<file path="src/rtl/i2c_bt_pkg.sv">
package i2c_bt_pkg;
  typedef enum logic [1:0] {
    REQ_START = 2'b00,
    REQ_STOP  = 2'b01,
    REQ_DATA  = 2'b10,
    REQ_ACK   = 2'b11
  } req_kind_e;

  typedef enum logic [2:0] {
    ST_IDLE,
    ST_PARK,
    ST_LOW,
    ST_HIGH,
    ST_HOLD_START,
    ST_HOLD_STOP
  } state_e;
endpackage

</file>
<file path="src/rtl/i2c_bt_cfg.sv">
module i2c_bt_cfg #(
  parameter int DIV_W = 16
) (
  input  logic [DIV_W-1:0]   div_i,
  input  logic [2*DIV_W-1:0] dly_i,
  output logic [DIV_W-1:0]   period_o,
  output logic [DIV_W-1:0]   half_o,
  output logic [DIV_W-1:0]   fdly_o,
  output logic [DIV_W-1:0]   rdly_o
);
  localparam logic [DIV_W-1:0] EVEN_MASK = {{(DIV_W-1){1'b1}}, 1'b0};
  localparam logic [DIV_W-1:0] MIN_PER   = DIV_W'(2);
  localparam logic [DIV_W-1:0] ONE       = DIV_W'(1);

  logic [DIV_W-1:0] even;
  logic [DIV_W-1:0] f_raw, r_raw;

  function automatic logic [DIV_W-1:0] clamp(input logic [DIV_W-1:0] v,
                                             input logic [DIV_W-1:0] hi);
    if (v == '0)     return ONE;
    else if (v > hi) return hi;
    else             return v;
  endfunction

  always_comb begin
    even     = div_i & EVEN_MASK;
    period_o = (even < MIN_PER) ? MIN_PER : even;
    half_o   = period_o >> 1;
    f_raw    = dly_i[2*DIV_W-1:DIV_W];
    r_raw    = dly_i[DIV_W-1:0];
    fdly_o   = clamp(f_raw, half_o);
    rdly_o   = clamp(r_raw, half_o);
  end
endmodule

</file>
<file path="src/rtl/i2c_bt_stretch.sv">
module i2c_bt_stretch #(
  parameter int DIV_W = 16,
  parameter int TMO_W = 16
) (
  input  logic             clk_i,
  input  logic             rst_ni,
  input  logic             stall_i,
  input  logic [DIV_W-1:0] period_i,
  input  logic [TMO_W-1:0] limit_i,
  output logic             expire_o
);
  logic [DIV_W-1:0] sub_q;
  logic [TMO_W-1:0] cyc_q;
  logic             wrap;

  assign wrap     = (sub_q == period_i - DIV_W'(1));
  assign expire_o = stall_i && wrap && (limit_i != '0) &&
                    (cyc_q == limit_i - TMO_W'(1));

  always_ff @(posedge clk_i or negedge rst_ni) begin
    if (!rst_ni) begin
      sub_q <= '0;
      cyc_q <= '0;
    end else if (!stall_i) begin
      sub_q <= '0;
      cyc_q <= '0;
    end else if (wrap) begin
      sub_q <= '0;
      cyc_q <= cyc_q + TMO_W'(1);
    end else begin
      sub_q <= sub_q + DIV_W'(1);
    end
  end
endmodule

</file>
<file path="src/rtl/i2c_bit_timer.sv">
module i2c_bit_timer
  import i2c_bt_pkg::*;
#(
  parameter int DIV_W = 16,
  parameter int TMO_W = 16
) (
  input  logic               clk_i,
  input  logic               rst_ni,
  input  logic [DIV_W-1:0]   div_i,
  input  logic [2*DIV_W-1:0] dly_i,
  input  logic [TMO_W-1:0]   tmo_i,
  input  logic               req_valid_i,
  input  logic [1:0]         req_kind_i,
  input  logic               req_data_i,
  output logic               req_ready_o,
  input  logic               scl_i,
  input  logic               sda_i,
  output logic               scl_oe_o,
  output logic               sda_oe_o,
  output logic               sample_o,
  output logic               sample_bit_o,
  output logic               timeout_o
);
  localparam logic [DIV_W-1:0] ONE = DIV_W'(1);

  logic [DIV_W-1:0] period, half, fdly, rdly;
  logic [DIV_W-1:0] cnt_q;
  state_e           state_q;
  logic [1:0]       kind_q;
  logic             pend_q, sda_q, smp_q, smp_bit_q, tmo_q;
  logic             stall, expire, high_last, hold_last, accept;

  i2c_bt_cfg #(.DIV_W(DIV_W)) u_cfg (
    .div_i    (div_i),
    .dly_i    (dly_i),
    .period_o (period),
    .half_o   (half),
    .fdly_o   (fdly),
    .rdly_o   (rdly)
  );

  i2c_bt_stretch #(.DIV_W(DIV_W), .TMO_W(TMO_W)) u_stretch (
    .clk_i    (clk_i),
    .rst_ni   (rst_ni),
    .stall_i  (stall),
    .period_i (period),
    .limit_i  (tmo_i),
    .expire_o (expire)
  );

  function automatic logic drive_of(input logic [1:0] k, input logic d);
    case (k)
      REQ_START: return 1'b0;
      REQ_STOP:  return 1'b1;
      default:   return ~d;
    endcase
  endfunction

  // high phase frozen until the wire is seen high
  assign stall     = (state_q == ST_HIGH) && (cnt_q == '0) && !scl_i;
  assign high_last = (state_q == ST_HIGH) && !stall && (cnt_q == half - ONE);
  assign hold_last = (state_q == ST_HOLD_START) && (cnt_q == half);

  assign req_ready_o = (state_q == ST_IDLE) || (state_q == ST_PARK) ||
                       (high_last && kind_q[1]) || hold_last;
  assign accept      = req_valid_i && req_ready_o;

  always_ff @(posedge clk_i or negedge rst_ni) begin
    if (!rst_ni) begin
      state_q   <= ST_IDLE;
      cnt_q     <= '0;
      kind_q    <= REQ_DATA;
      pend_q    <= 1'b0;
      sda_q     <= 1'b0;
      smp_q     <= 1'b0;
      smp_bit_q <= 1'b0;
      tmo_q     <= 1'b0;
    end else begin
      smp_q <= 1'b0;
      if (accept) tmo_q <= 1'b0;
      unique case (state_q)
        ST_IDLE: begin
          if (accept && req_kind_i == REQ_START) begin
            state_q <= ST_HOLD_START;
            sda_q   <= 1'b1;
            cnt_q   <= ONE;
          end
        end
        ST_PARK: ;
        ST_LOW: begin
          if (cnt_q == fdly) sda_q <= pend_q;
          if (cnt_q == half) begin
            state_q <= ST_HIGH;
            cnt_q   <= '0;
          end else begin
            cnt_q <= cnt_q + ONE;
          end
        end
        ST_HIGH: begin
          if (stall) begin
            if (expire) begin
              state_q <= ST_IDLE;
              sda_q   <= 1'b0;
              tmo_q   <= 1'b1;
            end
          end else begin
            if (kind_q[1] && cnt_q == rdly - ONE) begin
              smp_q     <= 1'b1;
              smp_bit_q <= sda_i;
            end
            if (cnt_q == half - ONE) begin
              if (kind_q == REQ_START) begin
                state_q <= ST_HOLD_START;
                sda_q   <= 1'b1;
                cnt_q   <= ONE;
              end else if (kind_q == REQ_STOP) begin
                state_q <= ST_HOLD_STOP;
                sda_q   <= 1'b0;
                cnt_q   <= ONE;
              end else begin
                state_q <= ST_PARK;
              end
            end else begin
              cnt_q <= cnt_q + ONE;
            end
          end
        end
        ST_HOLD_START: begin
          if (cnt_q == half) state_q <= ST_PARK;
          else               cnt_q   <= cnt_q + ONE;
        end
        ST_HOLD_STOP: begin
          if (cnt_q == half) state_q <= ST_IDLE;
          else               cnt_q   <= cnt_q + ONE;
        end
        default: state_q <= ST_IDLE;
      endcase
      // any accept outside idle opens a new low phase on this edge
      if (accept && state_q != ST_IDLE) begin
        state_q <= ST_LOW;
        cnt_q   <= ONE;
        kind_q  <= req_kind_i;
        pend_q  <= drive_of(req_kind_i, req_data_i);
      end
    end
  end

  assign scl_oe_o     = (state_q == ST_PARK) || (state_q == ST_LOW);
  assign sda_oe_o     = sda_q;
  assign sample_o     = smp_q;
  assign sample_bit_o = smp_bit_q;
  assign timeout_o    = tmo_q;
endmodule

</file>
<file path="config.mk">
export PLATFORM = sky130hd
export DESIGN_NAME = i2c_bit_timer
export DESIGN_NICKNAME = d
export VERILOG_FILES = /design/src/rtl/i2c_bt_pkg.sv /design/src/rtl/i2c_bt_cfg.sv /design/src/rtl/i2c_bt_stretch.sv /design/src/rtl/i2c_bit_timer.sv
export SDC_FILE = /design/constraint.sdc
export NUM_CORES = 1
export LEC_CHECK = 0
export CELL_PAD_IN_SITES_DETAIL_PLACEMENT = 1
export CELL_PAD_IN_SITES_GLOBAL_PLACEMENT = 1
export CORE_MARGIN = 4
export CORE_UTILIZATION = 37
export CTS_BUF_LIST = sky130_fd_sc_hd__clkbuf_4
export CTS_CLUSTER_SIZE = 8
export DETAILED_ROUTE_END_ITERATION = 6
export GPL_TIMING_DRIVEN = 0
export PLACE_DENSITY = 0.85
export SYNTH_ARGS = -nofsm -noshare
export SYNTH_HDL_FRONTEND = slang
export SYNTH_SLANG_ARGS = --single-unit
</file>
<file path="constraint.sdc">
create_clock -name clk_i -period 4.65 [get_ports clk_i]
set_input_delay 0.93 -clock clk_i [delete_from_list [all_inputs] [get_ports clk_i]]
set_output_delay 0.93 -clock clk_i [all_outputs]
set_load 0.005 [all_outputs]
</file>
; Word-level counts from Yosys, hierarchy flattened
; Cells that the tools add are included.
[totals]
ff_bits = 58
input_bits = 72
wordCells = 130
output_inout_bits = 6
[classes]
bitwise_logic = 2
n_reduce_logical = 34
add_sub_neg = 7
n_lt_le_gt_ge = 3
eq_ne = 29
muxes = 45
[op_table]
columns = operator, n
row1 = $mux W16, 17
row2 = $eq A16 B16 Y1, 5
row3 = $pmux W16 S4, 1
row4 = $add A16 B1 Y16 const B, 3
row5 = $logic_not A16 Y1, 3
row6 = $sub A16 B1 Y16 const B, 3
row7 = $gt A16 B15 Y1, 2
row8 = $mux W3, 10
row9 = $pmux W3 S6, 1
row10 = $eq A16 B15 Y1, 1
row11 = $lt A16 B2 Y1 const B, 1
row12 = $reduce_bool A16 Y1, 1
row13 = $sub A15 B1 Y16 const B, 1
row14 = $mux W1, 14
row15 = $logic_and A1 B1 Y1, 13
row16 = $ne A3 B3 Y1 const B, 4
row17 = $ne A3 B1 Y1 const B, 3
row18 = $ne A4 B1 Y1 const B, 2
row19 = $reduce_and A7 Y1, 1
row20 = $eq A3 B2 Y1 const B, 2
row21 = $eq A3 B3 Y1 const B, 2
row22 = $reduce_and A6 Y1, 1
row23 = $reduce_bool A3 Y1, 2
row24 = $ne A5 B2 Y1 const B, 1
row25 = 17 further kinds, 26

; Longest topological paths before layout
; Gate-level depths: netlist of the first run.
[depth]
ltp_word = 14
ltp_mapped = 24

; Hierarchy
; Synthesis of the first run repeated with hierarchy kept, for this count alone.
[unflattened]
hier_cells = 913
area_unflattened_um2 = 7457.2
[modules_own_cells]
columns = module, cells_each, n_inst, area_per_inst_um2, seq_area_each_um2
row1 = i2c_bt_stretch, 336, 1, 2941.6, 800.8
row2 = i2c_bit_timer, 380, 1, 2940.3, 651.9
row3 = i2c_bt_cfg, 197, 1, 1575.3, 0.0

; Worst setup path after synthesis of the first run
; OpenSTA, ideal clock, no wires.
[synth_timing]
path_kind = input-to-reg
startpoint = input port div_i[12]
endpoint = register smp_bit_q (netlist: sample_bit_o)
n_path_buf = 2
required_time_ps = 4522
t_arrival_ps = 5890
slack_ps = -1368
setup_time_ps = 128
cell_stages = 23
path_cell_list = clkbuf_1 > or4_1 > nor3_1 > a31oi_1 > inv_1 > ha_1 > nor2b_1 > o211a_1 > o21ai_0 > clkbuf_1 > nand3_1 > nand2_1 > o21ai_0 > nand2_1 > ha_1 > nand2_1 > nor3_1 > o221ai_1 > or4b_1 > o21ai_1 > o2111ai_1 > nor4_2 > mux2_1
[synth_between]
elab_chain_len = 9
[synth_rtl]
columns = item, line
row1 = start: declaration, i2c_bit_timer.sv:9  ; input logic [DIV_W-1:0] div_i,
row2 = $lt A16 B2 Y1, i2c_bt_cfg.sv:27  ; period_o = (even < MIN_PER) ? MIN_PER : even;
row3 = $mux W16 (*), i2c_bt_cfg.sv:27
row4 = $gt A16 B15 Y1, i2c_bt_cfg.sv:21  ; else if (v > hi) return hi;
row5 = $mux W16 (*), i2c_bt_cfg.sv:21
row6 = $mux W16 (*), i2c_bt_cfg.sv:20  ; if (v == '0) return ONE;
row7 = $sub A16 B1 Y16 (*), i2c_bit_timer.sv:107  ; if (kind_q[1] && cnt_q == rdly - ONE) begin
row8 = $eq A16 B16 Y1 (*), i2c_bit_timer.sv:107
row9 = $logic_and A1 B1 Y1 (*), i2c_bit_timer.sv:107
row10 = $reduce_and A3 Y1 (no source line) (*), n/a
row11 = end signal: assignment, i2c_bit_timer.sv:109  ; smp_bit_q <= sda_i;
row12 = end: declaration, i2c_bit_timer.sv:30  ; logic pend_q, sda_q, smp_q, smp_bit_q, tmo_q;
; Every way passes the cells marked *; elsewhere a longest branch is shown, timed or not.
; A chain may end at the register's enable or synchronous reset.

; Worst setup path in the final report of the first run
[layout_timing]
startpoint = input port div_i[5]
endpoint = register smp_bit_q (netlist: sample_bit_o)
; Same word-level chain as after synthesis.

==> results of run 1 <==
[layout make-up]
| cell class | instances | area [um2] | share of cell area, % |
|---|---|---|---|
| well taps | 265 | 332 | 3.18 |
| inverters | 44 | 186 | 1.79 |
| multi-input cells | 842 | 6510 | 62.4 |
| repair buffers | 154 | 1430 | 13.7 |
| flip-flops and latches | 58 | 1450 | 13.9 |
| plain buffers | 57 | 407 | 3.90 |
| clock buffers | 10 | 75.1 | 0.720 |
| diodes | 1 | 2.50 | 0.0240 |
| clock inverters | 4 | 45.0 | 0.432 |
[logic make-up after synthesis]
group	after synthesis	synth area share, %
muxes	20	2.74
buffers and inverters	105	5.48
AOI/OAI and AO/OA	250	22.9
adders and majority gates	37	6.15
xor gates and xnor gates	104	12.1
and+or+nand+nor	431	31.3
DFF	58	19.3
[stage by stage]
step                TNS [ns]  instances  instance area, um2
floorplan              -1.58       1005                7700
detailed placement    -84.31       1339                8720
finish                 -4.14       1435               10400
CTS                    -1.71       1403                9690
global route           -7.47       1435               10400
global placement      -82.10       1338                8710
[registers in the layout, indices dropped and copies added (netlist names)]
signal	count
sample_o	1
u_stretch.cyc_q	16
sda_oe_o	1
pend_q	1
cnt_q	16
timeout_o	1
state_q	3
u_stretch.sub_q	16
sample_bit_o	1
kind_q	2
[Yosys cell counts (all sizes together), types with 7 or more instances]
cell	n
nor2	101
nand2	62
xnor2	61
o21ai	59
dfrtp	57
clkbuf	54
nand3	47
inv	44
a21oi	43
xor2	43
ha	37
nor4	35
nor3	31
nand4	27
a211oi	21
nand2b	21
and3	20
or3	19
mux2i	15
or4	15
o31ai	13
o211ai	12
nor2b	11
a2111oi	10
a31oi	9
o22ai	9
buf	7
o21a	7
o311ai	7
[path summary, 6_finish.rpt]
check                         start      endpoint  slack (ns)  cells after the start
min in group clk_i           pend_q        pend_q        0.51                      2
setup reg to reg           cnt_q[1]      sda_oe_o        0.30                     14
hold reg to reg              pend_q        pend_q        0.51                      2
hold / removal               rst_ni      cnt_q[2]        0.51                      1
max in group asynchronous    rst_ni     kind_q[1]        3.43                      2
setup / recovery           div_i[5]  sample_bit_o       -0.74                     21
[layout by cell type, fill, tap and decap left out, drive strengths merged, types with 27 or more instances in the layout]
cell type      count
xnor2             61
nand3             47
xor2              43
dfrtp             57
nor4              35
nand2             62
buf               99
ha                37
a21oi             43
nor3              31
nor2             101
clkbuf            60
inv               39
clkdlybuf4s50     56
o21ai             59
nand4             27
[power groups by stage]
stage	sequential, W	clock [W]	combinational [W]
after floorplan	0.000582	0	0.000669
final	0.000592	0.000369	0.00163
after global placement	0.000592	0	0.000987
after detailed placement	0.000595	0	0.00102
after CTS	0.000586	0.000372	0.00136
after global routing	0.000596	0.000404	0.00171
[metal layers]
| layer | global-route usage [%] | up-vias | share of wire (%) |
|---|---|---|---|
| met4 | 13.2 | 0 | 6.6 |
| li1 | - | 4092 | - |
| met5 | 0 | - | 0 |
| met1 | 36.8 | 4679 | 38 |
| met2 | 47.7 | 713 | 45 |
| met3 | 5.18 | 219 | 9.9 |
[repair_timing]
item                                    4_1_cts  5_1_grt
cloned                                        2        0
endpoints found under the setup margin       59       44
pin swaps                                    43       52
setup buffers                                49       37
gates resized for setup                     166      107
==> flow_summary_export.csv, run 1 <==
group,metric,value,unit
status,status,"finished with violations",
status,violations,"negative setup slack",
logic_synthesis,ys_warn_count,0,
power,leakagePower,4.03,nW
sta,setup-violations-final,27,
floorplan,die-area,22700,um2
setup_path,crit_slowest_cell,"or4_4",
logic_synthesis,synth_edf_count,0,
logic_synthesis,synth-async-reset-ratio,100,%
final_layout,nFillCells,2337,
power,switchingPower,0.00118,W
floorplan,initial_core_util,38.2,%
clock_network,cts_tree,"built",
power,powerDensity,248,nW/um2
floorplan,pin_count,78,
logic_synthesis,ys_types,77,
route,num_vias,9703,
route,drc,0,
route,routed_wl,37.3,mm
clock_network,htreeDepth,3,
power,vdd_drop_max,0.137,mV
final_layout,final_core_util,52.9,%
setup_path,worst-path-buf-inv,6,
setup_path,startpoint_type,"input port",
sta,grt_setup_unrepaired,"true",
route,drtIter0Drc,1049,
logic_synthesis,syn_nets,1114,
floorplan,rows,51,
setup_path,cp_cell_sequence,"clkdlybuf4s15_1 > clkbuf_8 > buf_8 > clkinvlp_4 > ha_4 > nand4_1 > buf_4 > or4_4 > clkbuf_16 > nand2_8 > nand2_4 > o21ai_2 > nand2_2 > ha_4 > xnor2_4 > nor4_4 > nand4_1 > nor4_4 > o2111ai_2 > nor4_4 > mux2_4",
grt,grtUsageTotal,28.9,%
setup_path,worst_ep_arrival_time,5.71,ns
sta,finalCritPeriodShare,116,%
sta,setup_slack,-0.738,ns
sta,period_minus_slack,5.39,ns
sta,maxSlewHeadroom,22.9,%
final_layout,nNetsFinal,1275,
logic_synthesis,yosys.area.top_type,"dfrtp_1",
sta,slew_violations,0,
clock_network,clockBufferDepth,2,
logic_synthesis,seq_area_frac_synth,19.3,%
power,internal-power,0.00141,W
logic_synthesis,synthCells,1005,
grt,grt_max_degree,31,
grt,first_global_vias,9389,
setup_path,cp_top_family,"simple AND/OR/NAND/NOR gates",
setup_path,crit_fanout,9,
grt,antenna_found_initial,1,
final_layout,drive_gt1_share,23.8,%
sta,clock-skew-final,0.0253,ns
route,drt-vias-per-instance,6.76,
logic_synthesis,synth_area_leaders,"dfrtp_1 19%, xnor2_1 7.1%, ha_1 6.1%",
setup_path,path_class,"input port to flop",
power,combinationalPowerShare,62.9,%
clock_network,clkTransAtPathRegs,0.12,ns
setup_path,cpMostUsedCell,"nor4_4",
place,gp_congestion,0.971,
place,dp_hpwl,22.9,mm
clock_network,cts_num_sinks,58,
setup_path,slowest_delay,0.58,ns
route,firstDrtPassIters,5,
place,dp_slack,-2.35,ns
setup_path,crit_path_end_kind,"flop",
floorplan,core_area,19700,um2
logic_synthesis,avgSynthCellArea,7.49,um2
sta,hold_viol,0,
sta,fmax,0.186,GHz
route,antenna_left,0,
setup_path,worstPathRequired,4.97,ns
floorplan,die_y,151,um
hold_path,worstHoldPathType,"input port to async pin",
power,swShare,45.7,%
place,place.port_buffers,68,
sta,worst_pin_slew,1.15,ns
grt,grt_overflow,0,
logic_synthesis,synth_area,7530,um2
sta,holdWs,0.511,ns
logic_synthesis,synth_seq_cells,58,
clock_network,clock_latency,0.45,ns
logic_synthesis,ys.flop_type,"dfrtp_1",
job,maxCapViolCount,0,
logic_synthesis,synth.top_cell.area_share,18.9,%
clock_network,ctsHoldBuffers,0,
clock_network,cts_made_buffers,9,
grt,grt_pass1_wl,51.8,mm
power,power,0.00259,W
clock_network,clock-root-buffer,"clkbuf_4",
floorplan,die_w,151,um
route,wire_per_inst,26.0,um
power,clkPwrFrac,14.3,%
final_layout,area_growth,38.5,%
power,p_seq_share,22.8,%
Power figures use the tool's default switching activity.
==> run 2: changes to the inputs <==
--- a/config.mk
+++ b/config.mk
@@ -8,12 +8,12 @@
 export CELL_PAD_IN_SITES_DETAIL_PLACEMENT = 1
 export CELL_PAD_IN_SITES_GLOBAL_PLACEMENT = 1
 export CORE_MARGIN = 4
-export CORE_UTILIZATION = 37
+export CORE_UTILIZATION = 40
 export CTS_BUF_LIST = sky130_fd_sc_hd__clkbuf_4
 export CTS_CLUSTER_SIZE = 8
 export DETAILED_ROUTE_END_ITERATION = 6
 export GPL_TIMING_DRIVEN = 0
-export PLACE_DENSITY = 0.85
+export PLACE_DENSITY = 0.9
 export SYNTH_ARGS = -nofsm -noshare
 export SYNTH_HDL_FRONTEND = slang
 export SYNTH_SLANG_ARGS = --single-unit
==> run 2 against run 1 <==
Against the previous run:
- the run still ends with negative setup slack left
- largest power group unchanged
- sequential cell count is the same
- worst setup slack lost 0.39 ns
- combinational power grew 17%
- highest routed layer is now met5
- critical endpoint unchanged
==> flow_summary_export.csv, run 2 (synthesis gave the netlist of run 1 again) <==
group,metric,value,unit
final_layout,final_core_util,58.8,%
final_layout,nNetsFinal,1306,
floorplan,die_y,145,um
floorplan,die_w,145,um
route,num_vias,10900,
setup_path,r2r_cells,15,
sta,setup_slack,-1.13,ns
floorplan,initial_core_util,41.2,%
clock_network,ctsHoldBuffers,0,
grt,grt_overflow,0,
hold_path,worstHoldPathType,"input port to async pin",
setup_path,worst_ep_arrival_time,6.15,ns
clock_network,htreeDepth,3,
sta,worst_pin_slew,1.23,ns
setup_path,crit_fanout,10,
route,firstDrtPassIters,6,
setup_path,reg2reg_slack,0.14,ns
floorplan,core_area,18300,um2
floorplan,die-area,21100,um2
clock_network,clockBufferDepth,2,
final_layout,drive_gt1_share,27.5,%
sta,clock-skew-final,0.0379,ns
setup_path,worstPathRequired,5.02,ns
clock_network,cts_made_buffers,9,
power,leakagePower,4.22,nW
setup_path,path_class,"input port to flop",
place,place.port_buffers,68,
place,gp_congestion,0.979,
route,drtIter0Drc,1691,
clock_network,clock_latency,0.48,ns
status,status,"finished with violations",
grt,grt_max_degree,38,
sta,hold_viol,0,
route,wire_per_inst,32.7,um
place,dp_hpwl,23.7,mm
grt,grtUsageTotal,33.1,%
sta,setup-violations-final,48,
final_layout,nFillCells,2137,
sta,slew_violations,0,
job,maxCapViolCount,0,
place,dp_slack,-2.50,ns
setup_path,startpoint_type,"input port",
route,routed_wl,46.9,mm
power,powerDensity,279,nW/um2
sta,fmax,0.173,GHz
setup_path,rr_startpoint,"cnt_q[1]",
sta,grt_setup_unrepaired,"true",
setup_path,crit_path_end_kind,"flop",
power,vdd_drop_max,0.202,mV
grt,first_global_vias,10000,
floorplan,pin_count,78,
route,antenna_left,0,
floorplan,rows,49,
clock_network,cts_num_sinks,58,
grt,grt_pass1_wl,56.7,mm
final_layout,layout_common_cells,"98 x buf_4, 89 x nor2_1, 57 x dfrtp_1, 56 x nand2_1, 54 x clkdlybuf4s50_1",
route,drc,0,
final_layout,antenna_cells,0,
route,drt-vias-per-instance,7.62,
sta,period_minus_slack,5.78,ns
sta,maxSlewHeadroom,15.7,%
final_layout,mostFrequentLayoutCell,"buf_4",
status,violations,"negative setup slack",
clock_network,cts_tree,"built",
clock_network,clkTransAtPathRegs,0.13,ns
clock_network,clock-root-buffer,"clkbuf_4",
final_layout,reg_top3,"cnt_q: 16 flops, u_stretch.cyc_q: 16 flops, u_stretch.sub_q: 16 flops",
sta,finalCritPeriodShare,124,%
grt,antenna_found_initial,0,
setup_path,r2r_end,"state_q[0]",
final_layout,area_growth,42.7,%
run 2: changes by cell type in the layout (fill, tap and decap cells not counted), moves of 4 or more:
cell,before,now
o21ai_2,13,20
buf_2,7,3
nor2_1,93,89
o21ai_1,17,8
buf_4,64,98
xnor2_2,3,8
run 2: routing by layer:
layer | share of wire, % | vias up | track usage, %
met3 | 13 | 469 | 8.14
li1 | - | 4154 | -
met4 | 9.9 | 2 | 20.1
met2 | 42 | 1108 | 53.1
met1 | 35 | 5166 | 40.2
met5 | 0.11 | - | 0
run 2: layout make-up:
class                   instances  area (um2)  area share (%)
repair buffers                184        1670            15.5
flip-flops and latches         58        1450            13.5
plain buffers                  58         427            3.97
clock buffers                  12        90.1           0.838
clock inverters                 4        76.3           0.710
well taps                     229         287            2.67
inverters                      44         190            1.77
multi-input cells             842        6560            61.0
run 2: worst max-delay path, stage by stage:
cell and delay (ns):
buf_2 0.21, clkbuf_2 0.35, inv_1 0.34, ha_1 0.48
nand4_1 0.18, buf_4 0.19, nor4_4 0.21, buf_6 0.16
nor2_2 0.05, buf_6 0.15, a32oi_4 0.22, nand3_2 0.14
buf_4 0.16, buf_4 0.12, buf_4 0.12, buf_4 0.12
buf_4 0.13, buf_4 0.13, buf_4 0.12, buf_4 0.12
buf_4 0.12, buf_4 0.13, nor3_2 0.27, a31oi_2 0.21
nor4_2 0.28, buf_4 0.19, mux2_4 0.30
run 2: worst max-delay path by stage:
stage                         to  slack (ns)  startpoint
floorplan           sample_bit_o       -0.85   div_i[12]
global placement    sample_bit_o       -2.37    div_i[8]
detailed placement  sample_bit_o       -2.50    div_i[5]
CTS                 sample_bit_o       -0.55   div_i[12]
global route        sample_bit_o       -1.14    div_i[4]
finish              sample_bit_o       -1.13    div_i[4]
run 2: per-stage QoR:
stage          TNS (ns)  std cells  total power, W  hold WS (ns)  area (um2)
4_1_cts           -1.83       1381         0.00228         0.451        9810
2_1_floorplan     -1.58       1005         0.00125         0.451        7700
5_1_grt          -17.63       1431         0.00303         0.469       10700
3_3_place_gp     -78.19       1302         0.00161         0.468        8660
6_report         -14.70       1431         0.00299         0.431       10700
3_5_place_dp     -84.82       1303         0.00165         0.484        8680
run 2: report_power, final:
group          switching [W]  total (W)  leakage [nW]  internal (W)
registers          0.0000587   0.000605         0.791      0.000546
clock network       0.000238   0.000475        0.0877      0.000237
logic                0.00112    0.00191          3.34      0.000789
total                0.00142    0.00299          4.22       0.00157
run 2: timing repair:
action	in CTS	in global routing
pin swaps	37	60
gates resized for setup	143	146
setup buffers	64	49
gates cloned	0	4
endpoints found under the setup margin	59	46
